==> src/rtl/misalign_pkg.sv <==
package misalign_pkg;
   typedef enum logic [2:0] {
      ACC_NONE  = 3'd0,
      ACC_FETCH = 3'd1,
      ACC_BYTE  = 3'd2,
      ACC_WORD  = 3'd3,
      ACC_LONG  = 3'd4
   } acc_kind_e;

   typedef enum logic [1:0] {
      CTX_NORMAL  = 2'd0,
      CTX_BUSERR  = 2'd1,
      CTX_ADDRERR = 2'd2,
      CTX_RESET   = 2'd3
   } exc_ctx_e;

   function automatic logic is_operand(input logic [2:0] k);
      return (k == ACC_BYTE) || (k == ACC_WORD) || (k == ACC_LONG);
   endfunction
endpackage

==> src/rtl/misalign_detect.sv <==
module misalign_detect
   import misalign_pkg::*;
#(
   parameter int ADDR_W     = 32,
   parameter int LONG_ALIGN = 1
) (
   input  logic [2:0]        kind,
   input  logic [ADDR_W-1:0] addr,
   output logic              mis
);
   initial begin
      if (ADDR_W < 2) $error("misalign_detect: ADDR_W must be at least 2");
      if (LONG_ALIGN != 1 && LONG_ALIGN != 2) $error("misalign_detect: LONG_ALIGN must be 1 or 2");
   end

   logic odd_word;
   logic odd_long;
   assign odd_word = addr[0];

   generate
      if (LONG_ALIGN == 2) begin : g_long4
         assign odd_long = |addr[1:0];
      end else begin : g_long2
         assign odd_long = addr[0];
      end
   endgenerate

   always_comb begin
      unique case (kind)
         ACC_FETCH: mis = odd_word;
         ACC_WORD:  mis = odd_word;
         ACC_LONG:  mis = odd_long;
         default:   mis = 1'b0;
      endcase
   end
endmodule

==> src/rtl/misalign_defer_slot.sv <==
module misalign_defer_slot #(
   parameter int ADDR_W = 32
) (
   input  logic              clk,
   input  logic              rst_n,
   input  logic              clr,
   input  logic              ld,
   input  logic              ld_branch,
   input  logic [ADDR_W-1:0] ld_addr,
   input  logic [ADDR_W-1:0] ld_ret,
   input  logic [ADDR_W-1:0] ld_ipc,
   output logic              held,
   output logic              held_branch,
   output logic [ADDR_W-1:0] held_addr,
   output logic [ADDR_W-1:0] held_ret,
   output logic [ADDR_W-1:0] held_ipc
);
   always_ff @(posedge clk or negedge rst_n) begin
      if (!rst_n) begin
         held        <= 1'b0;
         held_branch <= 1'b0;
         held_addr   <= '0;
         held_ret    <= '0;
         held_ipc    <= '0;
      end else if (ld) begin
         held        <= 1'b1;
         held_branch <= ld_branch;
         held_addr   <= ld_addr;
         held_ret    <= ld_ret;
         held_ipc    <= ld_ipc;
      end else if (clr) begin
         held        <= 1'b0;
      end
   end

   // a held branch entry must always carry an odd target address
   a_r8_branch_odd: assert property (@(posedge clk) disable iff (!rst_n)
      (held && held_branch) |-> held_addr[0]);
endmodule

==> src/rtl/misalign_exc_ctrl.sv <==
module misalign_exc_ctrl
   import misalign_pkg::*;
#(
   parameter int ADDR_W     = 32,
   parameter int LONG_ALIGN = 1
) (
   input  logic              clk,
   input  logic              rst_n,
   input  logic              acc_valid,
   input  logic [2:0]        acc_kind,
   input  logic              acc_write,
   input  logic              acc_released,
   input  logic [ADDR_W-1:0] acc_addr,
   input  logic [ADDR_W-1:0] acc_pc,
   input  logic              br_valid,
   input  logic              br_taken,
   input  logic [ADDR_W-1:0] br_target,
   input  logic [ADDR_W-1:0] br_pc,
   input  logic              pc_load,
   input  logic              ib_strobe,
   input  logic [1:0]        exc_ctx,
   output logic              exc_req,
   output logic [ADDR_W-1:0] fault_addr,
   output logic [ADDR_W-1:0] ret_pc,
   output logic [ADDR_W-1:0] instr_pc,
   output logic              halt
);
   localparam logic [ADDR_W-1:0] ALIGN_MASK = (LONG_ALIGN == 2) ? ADDR_W'(3) : ADDR_W'(1);

   initial begin
      if (ADDR_W < 2 || ADDR_W > 64) $error("misalign_exc_ctrl: ADDR_W out of range");
   end

   logic mis;
   logic held, held_branch;
   logic [ADDR_W-1:0] held_addr, held_ret, held_ipc;
   logic live, imm_fault, def_wr, def_br, rel_trig, raise, critical;
   logic slot_ld, slot_ld_br, slot_clr;
   logic [ADDR_W-1:0] ld_addr, ld_ret, ld_ipc;
   logic [ADDR_W-1:0] r_addr, r_ret, r_ipc;

   misalign_detect #(.ADDR_W(ADDR_W), .LONG_ALIGN(LONG_ALIGN)) u_detect (
      .kind (acc_kind),
      .addr (acc_addr),
      .mis  (mis)
   );

   always_comb begin
      live      = !halt;
      imm_fault = live && acc_valid && mis && !(acc_write && acc_released);
      def_wr    = live && acc_valid && mis && acc_write && acc_released;
      def_br    = live && br_valid && br_taken && br_target[0];
      rel_trig  = live && held && (held_branch ? pc_load
                  : (ib_strobe || (acc_valid && is_operand(acc_kind))));
      raise     = imm_fault || rel_trig;
      critical  = (exc_ctx != CTX_NORMAL);

      slot_ld    = !imm_fault && (def_wr || def_br);
      slot_ld_br = !def_wr;
      slot_clr   = halt || imm_fault || rel_trig;
      ld_addr    = def_wr ? acc_addr : br_target;
      ld_ret     = def_wr ? acc_pc   : br_target;
      ld_ipc     = def_wr ? acc_pc   : br_pc;

      if (imm_fault) begin
         r_addr = acc_addr;
         r_ret  = acc_pc;
         r_ipc  = acc_pc;
      end else begin
         r_addr = held_addr;
         r_ret  = held_ret;
         r_ipc  = held_ipc;
      end
   end

   misalign_defer_slot #(.ADDR_W(ADDR_W)) u_slot (
      .clk         (clk),
      .rst_n       (rst_n),
      .clr         (slot_clr),
      .ld          (slot_ld),
      .ld_branch   (slot_ld_br),
      .ld_addr     (ld_addr),
      .ld_ret      (ld_ret),
      .ld_ipc      (ld_ipc),
      .held        (held),
      .held_branch (held_branch),
      .held_addr   (held_addr),
      .held_ret    (held_ret),
      .held_ipc    (held_ipc)
   );

   always_ff @(posedge clk or negedge rst_n) begin
      if (!rst_n) begin
         exc_req    <= 1'b0;
         halt       <= 1'b0;
         fault_addr <= '0;
         ret_pc     <= '0;
         instr_pc   <= '0;
      end else begin
         exc_req <= 1'b0;
         if (raise && critical) begin
            halt <= 1'b1;
         end else if (raise) begin
            exc_req    <= 1'b1;
            fault_addr <= r_addr;
            ret_pc     <= r_ret;
            instr_pc   <= r_ipc;
         end
      end
   end

   // halt is sticky
   a_r7_halt_sticky: assert property (@(posedge clk) disable iff (!rst_n)
      halt |=> halt);
   // no request once halted
   a_r7_halt_quiet: assert property (@(posedge clk) disable iff (!rst_n)
      halt |-> !exc_req);
   // halt only rises from a critical context
   a_r6_halt_cause: assert property (@(posedge clk) disable iff (!rst_n)
      $rose(halt) |-> $past(exc_ctx) != CTX_NORMAL);
   // captured registers move only with a request
   a_r9_regs_stable: assert property (@(posedge clk) disable iff (!rst_n)
      !exc_req |-> ($stable(fault_addr) && $stable(ret_pc) && $stable(instr_pc)));
   // every reported address is misaligned
   a_r1_fault_misaligned: assert property (@(posedge clk) disable iff (!rst_n)
      exc_req |-> ((fault_addr & ALIGN_MASK) != '0));
endmodule

==> config.mk <==
export PLATFORM = sky130hd
export DESIGN_NAME = misalign_exc_ctrl
export DESIGN_NICKNAME = d
export VERILOG_FILES = /design/src/rtl/misalign_pkg.sv /design/src/rtl/misalign_detect.sv /design/src/rtl/misalign_defer_slot.sv /design/src/rtl/misalign_exc_ctrl.sv
export SDC_FILE = /design/constraint.sdc
export NUM_CORES = 1
export LEC_CHECK = 0
export BUFFER_PORTS_ARGS = -buffer_cell sky130_fd_sc_hd__clkbuf_2
export CORE_ASPECT_RATIO = 1.25
export CORE_MARGIN = 10
export CORE_UTILIZATION = 31
export DETAILED_ROUTE_END_ITERATION = 16
export PLACE_DENSITY = 0.6
export SLEW_MARGIN = 20
export SYNTH_ARGS = -nofsm -noshare
export SYNTH_HDL_FRONTEND = slang
export SYNTH_SLANG_ARGS = --single-unit
==> constraint.sdc <==
create_clock -name clk -period 2.5 [get_ports clk]
set_input_delay 0.125 -clock clk [delete_from_list [all_inputs] [get_ports clk]]
set_output_delay 0.125 -clock clk [all_outputs]
set_load 0.01 [all_outputs]
==> impl_metrics.json, run 1 <==
{
  "status": "complete, no violations",
  "met1_usage": 0.1936,
  "whs_ns": 0.007408,
  "async_flop_share": 1.000,
  "cp.arrival_ns": 2.59,
  "die_x_um": 172.9,
  "nFillCells": 2752,
  "fin_cells": 1623,
  "cp_common_cell": "buf_4",
  "switching_share": 0.2360,
  "dp_slack_ns": 0.1824,
  "dr.first_iter.drc_count": 452,
  "combPwrFrac": 0.090,
  "yosysSeqAreaShare": 0.5411,
  "gp_congestion": 0.8466,
  "grt_pass1_vias": 8569,
  "wl_per_cell_um": 18.18,
  "syn_area_per_cell_um2": 11.00,
  "yosys-top-cells-area": "dfrtp_1 (54%), mux2_2 (20%), nand3_1 (6.7%)",
  "timing.critical_path.buf_inv": 3,
  "max_freq_mhz": 441.5,
  "drt_wl_total_mm": 29.50,
  "io_buffers": 239,
  "groute.usage.overall": 0.1638,
  "vias": 7792,
  "total_power_mw": 6.676,
  "fin_setup_tns_ns": 0,
  "hold_class": "in -> reg",
  "die_area_um2": 36520,
  "cp-end-kind": "flop",
  "synth_top_area_frac": 0.5411,
  "cap_viol_max_count": 0,
  "cts-root-buf": "clkbuf_16",
  "synth_edf_count": 0,
  "viasPerCell": 4.801,
  "drtAntennaViolNets": 0,
  "stdcell_area_um2": 13190,
  "seq_area_um2": 4905,
  "final_util": 0.4601,
  "core_um2": 28660,
  "path_class": "reg -> reg",
  "synth.distinct_cells": 32,
  "ys_ff_latch": 196,
  "antenna_found_initial": 2,
  "cts_resized": 0,
  "cts.path.max_buffers": 2,
  "initial_utilization": 0.3162,
  "grtUsageMet2": 0.2733,
  "p_switching_mw": 1.576,
  "syn_area_um2": 9064,
  "cpPeakStageDelay_ns": 0.58,
  "dp_hpwl_mm": 20.01,
  "area_delta_synth_final_pct": 45.49,
  "yosysWarnings": 0,
  "hold_violations": 0,
  "p_leak_nw": 6.970,
  "layout-drive-gt1-share": 0.3745,
  "dr.pass1.iters": 5,
  "synth_ff_type": "dfrtp_1",
  "required_ns": 2.82,
  "ir_drop_mv": 0.3912,
  "rsz0062_at_grt": "no",
  "power_frac_seq": 0.490,
  "p_int_mw": 5.100,
  "h-tree-depth": 4,
  "synth_nets": 966,
  "clk_latency_ns": 0.45,
  "path_clk_slew_ns": 0.07,
  "grt-busiest-layer": "met2",
  "power.density_nw_per_um2": 506.3,
  "fin_worst_skew_ns": 0.01297,
  "grt_max_degree": 70,
  "fin_nets": 1360,
  "path_delay_family": "buffers and inverters",
  "multi_input_area_um2": 3924,
  "drcViolationCount": 0,
  "num_rows": 69,
  "grt_pass1_wl_mm": 47.84,
  "period_needed_ns": 2.265,
  "synth_most_common_cell": "dfrtp_1",
  "cts_tree": "yes",
  "die_h_um": 211.2,
  "cp_slowest_cell": "dlygate4sd3_1",
  "setup-violations-final": 0,
  "hold_buffers": 171,
  "cts_sinks": 196,
  "cp_max_fo": 31,
  "cts-buffers-inserted": 17,
  "pin_count": 240,
  "synth_area_leader_cell": "dfrtp_1",
  "synth_common_cells": "dfrtp_1 (196), mux2_2 (160), nand2_1 (157), nand3_1 (121), clkbuf_1 (44)",
  "place_inst": 1418,
  "fin_ws_ns": 0.2351,
  "groute.layer.met3.usage": 0.04256,
  "synth_cells": 824,
  "clkPwrFrac": 0.420,
  "overflow": 0,
  "post_cts_buffers": 0,
  "slew_viol_final": 0,
  "crit_chain": "buf_4 -> a211o_4 -> buf_4 -> nand2_1 -> a31oi_1 -> dlygate4sd3_1",
  "startpoint_type": "flop",
  "tightest_slew_ns": 0.4864,
  "fin_crit_sh": 0.9059,
  "slew_headroom": 0.6745,
  "place_area_um2": 10880
}
## registers in the layout, indices dropped and copies added, names as in the netlist
name / cells
u_slot.held_addr: 32
instr_pc: 32
halt: 1
ret_pc: 32
fault_addr: 32
u_slot.held_ipc: 32
exc_req: 1
u_slot.held_ret: 32
u_slot.held_branch: 1
u_slot.held: 1
## cell type report
class | instances | share of cell area
antenna | 2 | 0.0003795
clock inverter | 13 | 0.01129
clock buffer | 19 | 0.03359
multi-input combinational | 563 | 0.2976
timing repair buffer | 435 | 0.2468
tap | 390 | 0.03701
sequential | 196 | 0.3720
inverter | 5 | 0.001423
## logic make-up (layout without fill, tap and decap cells)
logic type,after synthesis,count (layout),synth area share
buf+inv,65,472,0.03051
compound gates,45,45,0.03520
simple gates,327,327,0.1560
flops,196,196,0.5411
other cells,0,2,0
mux,191,191,0.2372
## power by group through the flow
stage / sequential (mW) / clock, mW / combinational, mW
floorplan: 3.33 / 0 / 0.140
global placement: 3.33 / 0 / 0.399
detailed placement: 3.34 / 0 / 0.404
CTS: 3.27 / 2.89 / 0.603
global route: 3.28 / 3.01 / 0.664
finish: 3.27 / 2.80 / 0.601
## metal layers
metal	wire, um	vias to the layer above
met4	1023	0
li1	-	3658
met5	0	-
met3	1486	49
met2	14620	228
met1	12370	3857
## final timing paths
path	startpoint	endpoint	slack [ns]	depth (start not counted)
min in group asynchronous	rst_n	fault_addr[23]$_DFFE_PN0P_	0.19	2
hold / removal	br_target[24]	u_slot.held_ret[24]$_DFFE_PN0P_	0.007	3
setup / recovery	halt$_DFFE_PN0P_	u_slot.held_addr[18]$_DFFE_PN0P_	0.24	6
hold reg to reg	u_slot.held_addr[0]$_DFFE_PN0P_	u_slot.held_addr[0]$_DFFE_PN0P_	0.47	1
max in group asynchronous	rst_n	instr_pc[6]$_DFFE_PN0P_	1.60	3
setup reg to reg	halt$_DFFE_PN0P_	u_slot.held_addr[18]$_DFFE_PN0P_	0.24	6
## worst reg2reg max path, stage by stage (launching register included)
cell and delay [ns]:
dfrtp_1 0.46, buf_4 0.20, a211o_4 0.43, buf_4 0.28, nand2_1 0.11, a31oi_1 0.09, dlygate4sd3_1 0.58
## cells in the final DEF (no fill, tap or decap), types with 2 or more instances in the layout
master / n
clkbuf_2: 238
dfrtp_1: 196
dlygate4sd3_1: 171
mux2_2: 160
nand2_1: 157
nand3_1: 121
nor2_1: 37
a31oi_1: 32
mux2_1: 30
clkbuf_16: 17
buf_4: 13
buf_12: 12
inv_1: 5
clkinv_4: 4
nand2b_1: 3
inv_6: 3
clkinvlp_4: 3
diode_2: 2
and2_1: 2
a221o_1: 2
bufinv_16: 2
clkbuf_8: 2
No activity file was read; power rests on OpenSTA's default activity.
==> inputs of run 2 (changes only) <==
BUFFER_PORTS_ARGS = default   (was -buffer_cell sky130_fd_sc_hd__clkbuf_2)
DONT_BUFFER_PORTS = 1   (was default)
PLACE_DENSITY = 0.53   (was 0.6)
==> impl_metrics.json, run 2 (synthesis results as in run 1) <==
{
  "wl_per_cell_um": 20.82,
  "hold_buffers": 161,
  "period_needed_ns": 2.291,
  "ir_drop_mv": 0.3832,
  "drt_wl_total_mm": 28.44,
  "grtUsageMet2": 0.2594,
  "hold_class": "in -> async",
  "area_delta_synth_final_pct": 30.03,
  "drtAntennaViolNets": 0,
  "max_freq_mhz": 436.4,
  "r2r-end": "u_slot.held_addr[2]$_DFFE_PN0P_",
  "r2r_cells": 6,
  "met1_usage": 0.1781,
  "required_ns": 2.86,
  "overflow": 0,
  "fin_crit_sh": 0.9166,
  "path_clk_slew_ns": 0.07,
  "viasPerCell": 4.993,
  "setup-violations-final": 0,
  "cap_viol_max_count": 0,
  "slew_viol_final": 0,
  "cp-end-kind": "flop",
  "post_cts_buffers": 0,
  "fin_worst_skew_ns": 0.01158,
  "vias": 6820,
  "groute.usage.overall": 0.1544,
  "slew_headroom": 0.4832,
  "grt-busiest-layer": "met2",
  "groute.layer.met3.usage": 0.05812,
  "path_delay_family": "buffers and inverters",
  "path_class": "reg -> reg",
  "layout_common_cells": "dfrtp_1 (196), dlygate4sd3_1 (161), mux2_2 (160), nand2_1 (157), nand3_1 (121)",
  "violations": "hold timing",
  "final_common_cell": "dfrtp_1",
  "grt_pass1_vias": 7360,
  "final_util": 0.4112,
  "status": "complete, but fails checks",
  "grt_max_degree": 197,
  "num_rows": 69,
  "cp.arrival_ns": 2.65,
  "fin_cells": 1366,
  "die_h_um": 211.2,
  "fin_nets": 1105,
  "p_leak_nw": 5.801,
  "fin_setup_tns_ns": 0,
  "cts_sinks": 196,
  "dr.first_iter.drc_count": 416,
  "cts_tree": "yes",
  "cts-root-buf": "clkbuf_16",
  "layout-drive-gt1-share": 0.2195,
  "timing.critical_path.buf_inv": 3,
  "power.density_nw_per_um2": 545.8,
  "antenna_found_initial": 1,
  "die_x_um": 172.9,
  "r2r_setup_slack_ns": 0.21,
  "cp_max_fo": 31,
  "io_buffers": 0,
  "die_area_um2": 36520,
  "gp_congestion": 0.7838,
  "core_um2": 28660,
  "grt_pass1_wl_mm": 44.34,
  "clk_latency_ns": 0.44,
  "r2r_start": "halt$_DFFE_PN0P_",
  "tightest_slew_ns": 0.7752,
  "place_inst": 1172,
  "drcViolationCount": 0,
  "cts-buffers-inserted": 17,
  "rsz0062_at_grt": "no",
  "dp_hpwl_mm": 18.37,
  "cp-startpoint": "halt$_DFFE_PN0P_",
  "h-tree-depth": 4,
  "dr.pass1.iters": 7,
  "cpPeakStageDelay_ns": 0.58,
  "cp_slowest_cell": "dlygate4sd3_1",
  "cts.path.max_buffers": 2,
  "crit_chain": "buf_4 -> a211oi_4 -> buf_12 -> nand2_1 -> a31oi_1 -> dlygate4sd3_1",
  "startpoint_type": "flop",
  "pin_count": 240,
  "path_depth": 6,
  "initial_utilization": 0.3162,
  "whs_ns": -0.5973,
  "hold_violations": 196,
  "critPathCapture": "u_slot.held_addr[2]$_DFFE_PN0P_"
}
==> run 2: timing repair <==
action	CTS	global route
hold endpoints to repair	387	196
gates resized for setup	0	1
setup endpoints to repair	0	13
==> run 2: worst min-delay path by stage <==
stage          slack (ns)                               to
6_report            -0.60        fault_addr[1]$_DFFE_PN0P_
5_1_grt             -0.64  u_slot.held_addr[6]$_DFFE_PN0P_
4_1_cts             -0.64  u_slot.held_addr[6]$_DFFE_PN0P_
3_5_place_dp        -0.16        fault_addr[1]$_DFFE_PN0P_
3_3_place_gp        -0.16        fault_addr[1]$_DFFE_PN0P_
2_1_floorplan       -0.17                exc_req$_DFF_PN0_
==> run 2: power breakdown <==
part | switching (mW) | internal [mW] | leakage, nW
Clock | 1.26 | 1.50 | 0.273
Sequential | 0.0369 | 3.24 | 2.69
Combinational | 0.133 | 0.256 | 2.84
==> run 2: stage by stage <==
stage          worst slack (ns)  instance area [um^2]  power (mW)
5_1_grt                 0.05590                 11790       6.693
6_report                 0.2086                 11790       6.432
4_1_cts                  0.1063                 11770       6.522
2_1_floorplan            0.2163                  9064       3.465
3_5_place_dp             0.2733                  9583       3.500
3_3_place_gp             0.2600                  9583       3.494
==> run 2: area by class of cell <==
class	count	area, um^2
inverters	5	18.77
fillers	2775	16880
well taps	390	488.0
clock buffers	20	446.7
repair buffers	179	1863
flip-flops and latches	196	4905
clock inverters	11	127.6
multi-input cells	564	3934
diodes	1	2.502
==> run 2: layer usage <==
metal	routed length, um	share of wire
met4	522	0.018
met5	0	0
met2	14420	0.51
met3	2114	0.074
met1	11380	0.40
==> inputs of run 3 (changes only) <==
CORE_MARGIN = 4   (was 10)
clock period = 2.8 ns   (was 2.5 ns; I/O delays follow)
==> impl_metrics.json, run 3 (synthesis results as in run 1) <==
{
  "clk_latency_ns": 0.44,
  "timing.critical_path.buf_inv": 3,
  "fin_crit_sh": 0.9009,
  "drtAntennaViolNets": 0,
  "p_int_mw": 4.510,
  "dr.first_iter.drc_count": 345,
  "combPwrFrac": 0.059,
  "die_h_um": 199.2,
  "die_area_um2": 32060,
  "overflow": 0,
  "fin_nets": 1103,
  "power.density_nw_per_um2": 496.1,
  "clkPwrFrac": 0.440,
  "layout_common_cells": "dfrtp_1 (196), dlygate4sd3_1 (164), mux2_2 (160), nand2_1 (157), nand3_1 (121)",
  "io_buffers": 0,
  "rsz0062_at_grt": "no",
  "setup-violations-final": 0,
  "startpoint_type": "flop",
  "cts.path.max_buffers": 2,
  "fin_cells": 1365,
  "slew_viol_final": 0,
  "path_clk_slew_ns": 0.08,
  "cp.arrival_ns": 2.89,
  "initial_utilization": 0.3162,
  "cts-root-buf": "clkbuf_16",
  "nFillCells": 2854,
  "place_inst": 1168,
  "grt_pass1_wl_mm": 40.65,
  "max_freq_mhz": 396.4,
  "dp_hpwl_mm": 16.77,
  "grt_pass1_vias": 7096,
  "period_needed_ns": 2.522,
  "grt_max_degree": 197,
  "cts_sinks": 196,
  "cp_max_fo": 67,
  "final_common_cell": "dfrtp_1",
  "pin_count": 240,
  "status": "complete, but fails checks",
  "cap_viol_max_count": 0,
  "power_frac_seq": 0.501,
  "groute.usage.overall": 0.1612,
  "path_delay_family": "buffers and inverters",
  "total_power_mw": 5.833,
  "antenna_found_initial": 1,
  "ir_drop_mv": 0.3166,
  "required_ns": 3.17,
  "tightest_slew_ns": 0.7303,
  "cts-buffers-inserted": 17,
  "crit_chain": "buf_4 -> a21oi_4 -> buf_4 -> nand3_1 -> nand3_1 -> dlygate4sd3_1",
  "cp_slowest_cell": "buf_4",
  "violations": "hold timing",
  "hold_buffers": 164,
  "vias": 6708,
  "gp_congestion": 0.7549,
  "drt_wl_total_mm": 25.98,
  "hold_violations": 196,
  "layout-drive-gt1-share": 0.2166,
  "slew_headroom": 0.5131,
  "p_switching_mw": 1.323,
  "fin_worst_skew_ns": 0.01646,
  "dr.pass1.iters": 5,
  "area_delta_synth_final_pct": 29.74,
  "fin_setup_tns_ns": 0,
  "h-tree-depth": 4,
  "p_leak_nw": 5.813,
  "cpPeakStageDelay_ns": 0.57,
  "path_class": "reg -> reg",
  "die_x_um": 160.9,
  "cp-end-kind": "flop",
  "viasPerCell": 4.914,
  "core_um2": 28660,
  "drcViolationCount": 0,
  "hold_class": "in -> async",
  "whs_ns": -0.5827,
  "cts_tree": "yes",
  "num_rows": 69,
  "wl_per_cell_um": 19.03,
  "switching_share": 0.2268
}
[run 3: changes by cell type in the layout (fill, tap and decap cells not counted), sizes merged]
cell / previous run / this run
dlygate4sd3: 161 / 164
inv: 7 / 11
a211o: 2 / 1
clkinvlp: 3 / 0
buf: 18 / 14
[run 3: power by group through the flow]
stage	Combinational, mW	Sequential (mW)	Clock (mW)
finish	0.342	2.92	2.57
global route	0.375	2.93	2.75
CTS	0.340	2.92	2.65
detailed placement	0.145	2.98	0
global placement	0.140	2.98	0
floorplan	0.125	2.97	0
[run 3: through the flow]
| stage | utilization | area, um^2 | setup WS, ns |
|---|---|---|---|
| 6_report | 0.4103 | 11760 | 0.2776 |
| 3_5_place_dp | 0.3320 | 9515 | 0.3910 |
| 4_1_cts | 0.4102 | 11760 | 0.2110 |
| 3_3_place_gp | 0.3320 | 9515 | 0.4091 |
| 5_1_grt | 0.4103 | 11760 | 0.08428 |
| 2_1_floorplan | - | 9064 | 0.5013 |
[run 3: path summary, 6_finish.rpt]
check | startpoint | slack [ns] | end | cells past startpoint
worst max-delay path | halt$_DFFE_PN0P_ | 0.28 | u_slot.held_ret[23]$_DFFE_PN0P_ | 6
worst min register to register | u_slot.held_addr[0]$_DFFE_PN0P_ | 0.47 | u_slot.held_addr[0]$_DFFE_PN0P_ | 1
worst max register to register | halt$_DFFE_PN0P_ | 0.28 | u_slot.held_ret[23]$_DFFE_PN0P_ | 6
min in group clk | exc_ctx[0] | 0.05 | halt$_DFFE_PN0P_ | 2
max in group asynchronous | rst_n | 2.96 | u_slot.held_ret[18]$_DFFE_PN0P_ | 0
worst min-delay path | rst_n | -0.58 | fault_addr[24]$_DFFE_PN0P_ | 0
[run 3: repair_timing]
item	CTS	global route
gates resized for setup	0	0
setup buffers	0	0
hold endpoints to repair	386	196
[run 3: cell type report]
| class | count | area, um^2 | area share |
|---|---|---|---|
| flip-flops and latches | 196 | 4905 | 0.4171 |
| multi-input cells | 563 | 3924 | 0.3337 |
| repair buffers | 178 | 1822 | 0.1549 |
| well taps | 390 | 488.0 | 0.04150 |
| clock buffers | 20 | 456.7 | 0.03884 |
| clock inverters | 12 | 142.6 | 0.01213 |
| inverters | 5 | 18.77 | 0.001596 |
| diodes | 1 | 2.502 | 0.0002128 |
[run 3: layer usage]
layer | routed length, um | global-route usage | up-vias
met5 | 0 | 0 | -
met4 | 764 | 0.06606 | 0
met3 | 1763 | 0.05034 | 34
met2 | 12670 | 0.2652 | 203
met1 | 10790 | 0.1981 | 3329
li1 | - | - | 3142
